**config.mk**
```make
export PLATFORM = sky130hd
export DESIGN_NAME = quad_detent_counter
export DESIGN_NICKNAME = d
export VERILOG_FILES = /design/src/rtl/qdec_pkg.sv /design/src/rtl/qdec_sync.sv /design/src/rtl/qdec_xlate.sv /design/src/rtl/qdec_detent.sv /design/src/rtl/quad_detent_counter.sv
export SDC_FILE = /design/constraint.sdc
export NUM_CORES = 1
export LEC_CHECK = 0
export CORE_MARGIN = 10
export CORE_UTILIZATION = 35
export DETAILED_ROUTE_END_ITERATION = 10
export SLEW_MARGIN = 40
export SYNTH_ARGS = -nofsm -noshare
export SYNTH_HDL_FRONTEND = slang
export SYNTH_SLANG_ARGS = --single-unit
```
**constraint.sdc**
```tcl
create_clock -name clk -period 4.6 [get_ports clk]
set_input_delay 0.92 -clock clk [delete_from_list [all_inputs] [get_ports clk]]
set_output_delay 0.92 -clock clk [all_outputs]
set_load 0.01 [all_outputs]
```
**src/rtl/qdec_pkg.sv**
```systemverilog
package qdec_pkg;

  typedef enum logic [1:0] {
    MV_NONE = 2'd0,
    MV_FWD  = 2'd1,
    MV_REV  = 2'd2,
    MV_BAD  = 2'd3
  } mv_e;

  // Rank of a phase pair along the forward Gray cycle 00,01,11,10.
  function automatic logic [1:0] gray_rank(input logic [1:0] ph);
    return {ph[1], ph[1] ^ ph[0]};
  endfunction

  // Index is {prev_x, prev_y, cur_x, cur_y}.
  function automatic mv_e classify(input logic [3:0] idx);
    logic [1:0] delta;
    delta = gray_rank(idx[1:0]) - gray_rank(idx[3:2]);
    case (delta)
      2'd1:    return MV_FWD;
      2'd3:    return MV_REV;
      2'd2:    return MV_BAD;
      default: return MV_NONE;
    endcase
  endfunction

  function automatic mv_e apply_swap(input mv_e mv, input logic swap);
    if (!swap) return mv;
    case (mv)
      MV_FWD:  return MV_REV;
      MV_REV:  return MV_FWD;
      default: return mv;
    endcase
  endfunction

endpackage

```
**src/rtl/qdec_sync.sv**
```systemverilog
module qdec_sync #(
  parameter int W     = 2,
  parameter int DEPTH = 2
) (
  input  logic         clk,
  input  logic         rst_n,
  input  logic         en,
  input  logic [W-1:0] din,
  output logic [W-1:0] dout
);

  logic [W-1:0] stage [DEPTH];

  generate
    for (genvar i = 0; i < DEPTH; i++) begin : g_stage
      if (i == 0) begin : g_first
        always_ff @(posedge clk) begin
          if (!rst_n)  stage[0] <= din;
          else if (en) stage[0] <= din;
        end
      end else begin : g_next
        always_ff @(posedge clk) begin
          if (!rst_n)  stage[i] <= din;
          else if (en) stage[i] <= stage[i-1];
        end
      end
    end
  endgenerate

  assign dout = stage[DEPTH-1];

endmodule

```
**src/rtl/qdec_xlate.sv**
```systemverilog
module qdec_xlate
  import qdec_pkg::*;
(
  input  logic       clk,
  input  logic       rst_n,
  input  logic [1:0] init_ph,
  input  logic [1:0] cur_ph,
  input  logic       swap,
  output mv_e        raw_mv,
  output mv_e        eff_mv
);

  logic [1:0] prev_ph;

  // The reference always follows the sample, so an illegal jump resynchronises.
  always_ff @(posedge clk) begin
    if (!rst_n) prev_ph <= init_ph;
    else        prev_ph <= cur_ph;
  end

  assign raw_mv = classify({prev_ph, cur_ph});
  assign eff_mv = apply_swap(raw_mv, swap);

endmodule

```
**src/rtl/qdec_detent.sv**
```systemverilog
module qdec_detent #(
  parameter int DIV = 4
) (
  input  logic clk,
  input  logic rst_n,
  input  logic inc,
  input  logic dec,
  output logic click_up,
  output logic click_dn
);

  localparam int AW = $clog2(DIV) + 1;
  localparam logic signed [AW-1:0] HI = AW'(DIV - 1);
  localparam logic signed [AW-1:0] LO = -HI;

  logic signed [AW-1:0] acc;

  always_ff @(posedge clk) begin
    if (!rst_n) begin
      acc      <= '0;
      click_up <= 1'b0;
      click_dn <= 1'b0;
    end else begin
      click_up <= 1'b0;
      click_dn <= 1'b0;
      if (inc) begin
        if (acc == HI) begin
          acc      <= '0;
          click_up <= 1'b1;
        end else begin
          acc <= acc + AW'(1);
        end
      end else if (dec) begin
        if (acc == LO) begin
          acc      <= '0;
          click_dn <= 1'b1;
        end else begin
          acc <= acc - AW'(1);
        end
      end
    end
  end

endmodule

```
**src/rtl/quad_detent_counter.sv**
```systemverilog
module quad_detent_counter
  import qdec_pkg::*;
#(
  parameter int POS_W      = 16,
  parameter int DETENT_DIV = 4,
  parameter int SYNC_DEPTH = 2
) (
  input  logic             clk,
  input  logic             rst_n,
  input  logic             smp_en,
  input  logic             ph_x,
  input  logic             ph_y,
  input  logic             swap_dir,
  output logic [POS_W-1:0] pos,
  output logic             step_up,
  output logic             step_dn,
  output logic             click_up,
  output logic             click_dn,
  output logic             dir_up,
  output logic             illegal
);

  function automatic logic [POS_W-1:0] next_pos(
    input logic [POS_W-1:0] cur, input logic up, input logic dn);
    if (up)      return cur + POS_W'(1);
    else if (dn) return cur - POS_W'(1);
    else         return cur;
  endfunction

  logic [1:0] raw_ph;
  logic [1:0] sync_ph;
  mv_e        raw_mv;
  mv_e        eff_mv;

  // Named events for the checker
  logic evt_fwd, evt_rev, evt_bad, evt_up, evt_dn;

  assign raw_ph = {ph_x, ph_y};

  qdec_sync #(.W(2), .DEPTH(SYNC_DEPTH)) u_sync (
    .clk   (clk),
    .rst_n (rst_n),
    .en    (smp_en),
    .din   (raw_ph),
    .dout  (sync_ph)
  );

  qdec_xlate u_xlate (
    .clk     (clk),
    .rst_n   (rst_n),
    .init_ph (raw_ph),
    .cur_ph  (sync_ph),
    .swap    (swap_dir),
    .raw_mv  (raw_mv),
    .eff_mv  (eff_mv)
  );

  assign evt_fwd = (raw_mv == MV_FWD);
  assign evt_rev = (raw_mv == MV_REV);
  assign evt_bad = (raw_mv == MV_BAD);
  assign evt_up  = (eff_mv == MV_FWD);
  assign evt_dn  = (eff_mv == MV_REV);

  qdec_detent #(.DIV(DETENT_DIV)) u_detent (
    .clk      (clk),
    .rst_n    (rst_n),
    .inc      (evt_up),
    .dec      (evt_dn),
    .click_up (click_up),
    .click_dn (click_dn)
  );

  always_ff @(posedge clk) begin
    if (!rst_n) begin
      pos     <= '0;
      step_up <= 1'b0;
      step_dn <= 1'b0;
      illegal <= 1'b0;
      dir_up  <= 1'b0;
    end else begin
      pos     <= next_pos(pos, evt_up, evt_dn);
      step_up <= evt_up;
      step_dn <= evt_dn;
      illegal <= evt_bad;
      if (evt_up)      dir_up <= 1'b1;
      else if (evt_dn) dir_up <= 1'b0;
    end
  end

endmodule

```
After elaboration in Yosys (flattened, before gate mapping). Memory sizes are Yosys's and may differ from the RTL's. Index checks and enable logic that the tools add are counted.

Add/subtract/negate cells: 5. $mul: 0. Div/mod/pow operators: 0. Order comparisons: 0. Equal/unequal tests: 10. Shift operators: 0. Muxes and demuxes: 20. Bitwise gates (word level): 6. Reductions and logical operators: 3.

Operators by type and width (count): $mux W16 (2); $add A16 B1 Y16 const B (1); $sub A16 B1 Y16 const B (1); $mux W3 (4); $eq A2 B2 Y1 const B (5); $mux W1 (8); $mux W2 (4); $eq A2 B1 Y1 const B (3); $eq A3 B3 Y1 const B (2); $pmux W2 S3 (1); $pmux W2 S2 (1); $add A3 B2 Y3 const B (1); $reduce_or A3 Y1 (1); $sub A3 B2 Y3 const B (1); $not A1 Y1 (2); $or A1 B1 Y1 (2); $reduce_and A2 Y1 (1); $reduce_bool A2 Y1 (1); $sub A2 B2 Y2 (1); $xor A1 B1 Y1 (2).

Bits in registers: 27. Bits in latches: 0. Memory bits (writable): 4. Memory bits (read-only): 0. Output and inout bits: 22. Word-level logic and storage cells: 54. Memories kept: 1.

Memories: u_sync.stage (words 2, width 2, read ports 2, clocked after Yosys merged registers in 0, wr ports 2, line qdec_sync.sv:12) `logic [W-1:0] stage [DEPTH];`.

Logic depth before layout (Yosys ltp).
Word-level depth: 10. Mapped depth: 17. Gate-level depth less buffers: 16.

Hierarchy. Synthesis repeated with hierarchy kept, for this count alone.

Cells, all modules: 236. Area, all modules: 2085.8 µm².

Modules (own cells, without submodules): quad_detent_counter (times used 1, cells each 180, area each 1481.4 µm², sequential area each 400.4 µm²); qdec_detent (times used 1, cells each 32, area each 271.5 µm², sequential area each 100.1 µm²); qdec_xlate (times used 1, cells each 16, area each 178.9 µm², sequential area each 40.0 µm²); qdec_sync (times used 1, cells each 8, area each 153.9 µm², sequential area each 120.1 µm²).

Least setup slack after synthesis. OpenSTA, ideal clock, no wires.

Path kind: register to register. Start point: register u_xlate.prev_ph[1]. End point: register pos[15]. Setup time: 0.064 ns. Arrival time: 3.748 ns. Slack: 0.788 ns. Stages on the path, launching flop included: 18. Buffers on the path: 1. Period minus slack after synthesis: 3.812 ns. Cells stage by stage: dfxtp_1 > xor2_1 > ha_1 > xnor2_1 > inv_1 > ha_1 > or2_2 > o21ai_0 > inv_1 > ha_1 > inv_1 > ha_1 > buf_6 > a21o_1 > o21bai_4 > a221o_1 > a221o_1 > nand4_1.

Cells in the longest elaborated chain, start to end: 9. Elaborated cells between the ends (all ways): 14. Classes of those cells: add/sub (1); eq/ne (7); mux (4); bitwise (1); reduce/logical (1).

Ends and longest elaborated chain: start: declaration (line qdec_xlate.sv:13) `logic [1:0] prev_ph;`; start signal: assignment (line qdec_xlate.sv:17) `if (!rst_n) prev_ph <= init_ph;`; start signal: assignment (line qdec_xlate.sv:18) `else prev_ph <= cur_ph;`; $xor A1 B1 Y1 (line qdec_pkg.sv:12) `return {ph[1], ph[1] ^ ph[0]};`; $sub A2 B2 Y2 * (line qdec_pkg.sv:18) `delta = gray_rank(idx[1:0]) - gray_rank(idx[3:2]);`; $eq A2 B2 Y1 / $eq A2 B1 Y1 (equally long branches) (line qdec_pkg.sv:19) `case (delta)`; $pmux W2 S3 * (line qdec_pkg.sv:19); $eq A2 B2 Y1 / $eq A2 B1 Y1 (equally long branches) (line qdec_pkg.sv:29) `case (mv)`; $pmux W2 S2 (line qdec_pkg.sv:29); $mux W2 * (line qdec_pkg.sv:29); $eq A2 B1 Y1 * (line quad_detent_counter.sv:61) `assign evt_up = (eff_mv == MV_FWD);`; net evt_up (line quad_detent_counter.sv:36) `logic evt_fwd, evt_rev, evt_bad, evt_up, evt_dn;`; $mux W16 / $reduce_bool A2 Y1 (equally long branches); end signal: assignment (line quad_detent_counter.sv:81) `pos <= next_pos(pos, evt_up, evt_dn);`; end: declaration (line quad_detent_counter.sv:14) `output logic [POS_W-1:0] pos,`.

The timed path passes the listed nets; every way through them passes the cells marked *. A chain may end at the register's enable or synchronous reset.

Worst setup path in the final report.
Start point: register u_xlate.prev_ph[1]. End point: register pos[12].

Same word-level chain as after synthesis.

==> results.ini <==
[timing]
rsz0062_at_grt=false
fin_skew_ns=0.00781
finalSetupViolCount=0
tightestPinTransition_ns=0.652
hold_viol_final=0
maxSlewViolCount=0
layout_min_cycle_time_ns=3.93
slew_headroom_pct=56.4
finalCritPeriodShare_pct=85.5
fmax_mhz=254
fin_tns_setup_ns=0
finalWorstSetupSlack_ns=0.666

[routing]
firstDrtPassIters=4
remaining_drc_errors=0
routed_wirelength_mm=5.02
drtIter0Drc=164
ant_nets=0
via_per_inst=5.32
num_vias=1882
post_drt_wl_per_cell_um=14.2

[min_path]
hold_end=u_sync.stage[1][0]
hp-class=reg -> reg
hold_path.startpoint=u_sync.stage[0][0]
hold_depth=1

[final_layout]
multiInputGateArea_mm2=0.00143
layout_commonest_cell=dfxtp_1
antenna_cells=0
nNetsFinal=310
regArea_um2=641
fillCellCount=605
most-common-layout-cells=dfxtp_1 (29), clkdlybuf4s50_1 (27), ha_1 (25)
syn_to_final_growth_pct=19.1
final_cells=354
final_layout_size_suffix_gt1_share_pct=8.96

[worst_setup_path]
worstReg2RegEnd=pos[12]
cp-end-kind=flop
arrival_ns=4.11
crit_type=reg -> reg
reg2reg_slack_ns=0.67
required_ns=4.78
cp-start-kind=flop
path_max_fanout=10
r2r_start=u_xlate.prev_ph[1]
worst-r2r-cell-count=17

[die]
fp.dieW_um=98.8
top_level_ports=28
fp-row-count=28
die_y_um=98.8
dieArea_mm2=0.00977
start_util_pct=36.3
core_area_mm2=0.00599

[clock_network]
clock-sinks=31
cts_max_path_buffers=2
cts-resized-gates=0
clkSlewWorstSetupHoldPaths_ns=0.06
hold_buffers=0
cts_tree=done
clk_latency_ns=0.28
cts_root_buf=clkbuf_8
cts_made_buffers=5
htree_levels=2
post_cts_buffers=0

[global_route]
grt_max_degree=24
grt_overflow=0
grt_pass1_wl_mm=8.92
grt_usage_pct=10.6
grt_pass1_vias=1909
antenna_found_initial=0

[synth]
synth-seq-cells=31
synth_cell_types=54
synth_flop_cell=dfxtp_1
syn_area_mm2=0.00217
ys_warn_count=0
synth_edf_count=2
syn_avg_cell_area_um2=8.66
ys_async_sr_fraction_pct=0
synth_nets=283
yosysSeqAreaShare_pct=29.5
syn_inst=251

[placed_design]
pre_cts_ws_ns=0.690
dp_hpwl_mm=3.70
gp_congestion=0.805
portBuffers=27
dpl.cell_count=346

[status]
outcome=completed

[job]
drv_cap=0

==> metrics by stage <==
| stage | cell area, µm² | hold slack (ns) | utilization [%] |
|---|---|---|---|
| final | 2590 | 0.472 | 43.2 |
| after floorplan | 2170 | 0.449 | - |
| after CTS | 2590 | 0.476 | 43.2 |
| after global placement | 2510 | 0.451 | 41.9 |
| after detailed placement | 2510 | 0.461 | 41.9 |
| after global routing | 2590 | 0.496 | 43.2 |
==> cell families after synthesis <==
logic type | count (synthesis) | share of synthesized area [%]
xor+xnor | 11 | 4.43
compound gates | 66 | 21.0
flops | 31 | 29.5
mux | 7 | 3.51
fa+ha+maj | 26 | 15.3
buf+inv | 22 | 4.66
simple gates | 88 | 21.6
==> flip-flops by register name, summed over array words and instances (netlist names), 2 cells and up <==
signal           count
u_detent.acc         3
u_sync.stage         4
u_xlate.prev_ph      2
pos                 16
==> critical path, cell delays in order, from the launching register on <==
cell and delay (ns):
dfxtp_1 0.33, xor2_1 0.16, ha_1 0.19, xnor2_1 0.31, inv_1 0.08, ha_1 0.20
or2_2 0.28, o21ai_0 0.21, inv_1 0.07, ha_1 0.29, inv_1 0.11, buf_4 0.18
ha_1 0.24, a21oi_1 0.09, o21ai_0 0.44, o21ai_0 0.23, a21o_1 0.21, a41o_1 0.21
==> synth_stat cells, types with 2 or more instances <==
cell type | number | area [µm²]
dfxtp_1 | 29 | 581
ha_1 | 25 | 313
nand2_1 | 20 | 75.1
o21ai_0 | 18 | 90.1
nand3_1 | 15 | 75.1
a21oi_1 | 14 | 70.1
and2_1 | 13 | 81.3
nor2_1 | 12 | 45.0
inv_1 | 11 | 41.3
xor2_1 | 6 | 52.6
and3_1 | 5 | 31.3
clkbuf_1 | 5 | 18.8
mux2_2 | 5 | 56.3
nand2b_1 | 5 | 31.3
xnor2_1 | 5 | 43.8
a21o_1 | 4 | 30.0
o211ai_1 | 4 | 30.0
and4_2 | 3 | 30.0
nand4_1 | 3 | 18.8
nor2b_1 | 3 | 18.8
o31ai_1 | 3 | 22.5
a211oi_1 | 2 | 15.0
a21o_2 | 2 | 17.5
a221o_1 | 2 | 20.0
buf_2 | 2 | 10.0
buf_6 | 2 | 22.5
edfxtp_1 | 2 | 60.1
mux2i_1 | 2 | 20.0
nor3b_1 | 2 | 15.0
o2111ai_1 | 2 | 17.5
o21a_1 | 2 | 15.0
==> area by class of cell <==
class                   count  area share [%]
clock inverters             1           0.193
clock buffers               7            2.95
repair buffers             31            11.6
flip-flops and latches     31            24.7
multi-input cells         198            55.3
well taps                  75            3.62
inverters                  11            1.59
==> worst max path at each step <==
stage / to / slack [ns] / startpoint
after CTS: pos[13] / 0.67 / u_xlate.prev_ph[1]
after global placement: pos[15] / 0.74 / swap_dir
final: pos[12] / 0.67 / u_xlate.prev_ph[1]
after floorplan: pos[15] / 0.79 / u_xlate.prev_ph[1]
after global routing: pos[13] / 0.26 / u_sync.stage[1][1]
after detailed placement: pos[14] / 0.69 / u_xlate.prev_ph[1]
==> metal layers <==
| metal | GRT usage [%] | share of wire, % | vias up |
|---|---|---|---|
| li1 | - | - | 967 |
| met1 | 13.0 | 47 | 870 |
| met2 | 17.2 | 46 | 40 |
| met3 | 3.00 | 5.9 | 5 |
| met4 | 3.64 | 0.90 | 0 |
| met5 | 0 | 0 | - |
Power is left out: the tool's default activity adds up to more than one toggle a clock period on the data nets, which glitch-free logic cannot reach.
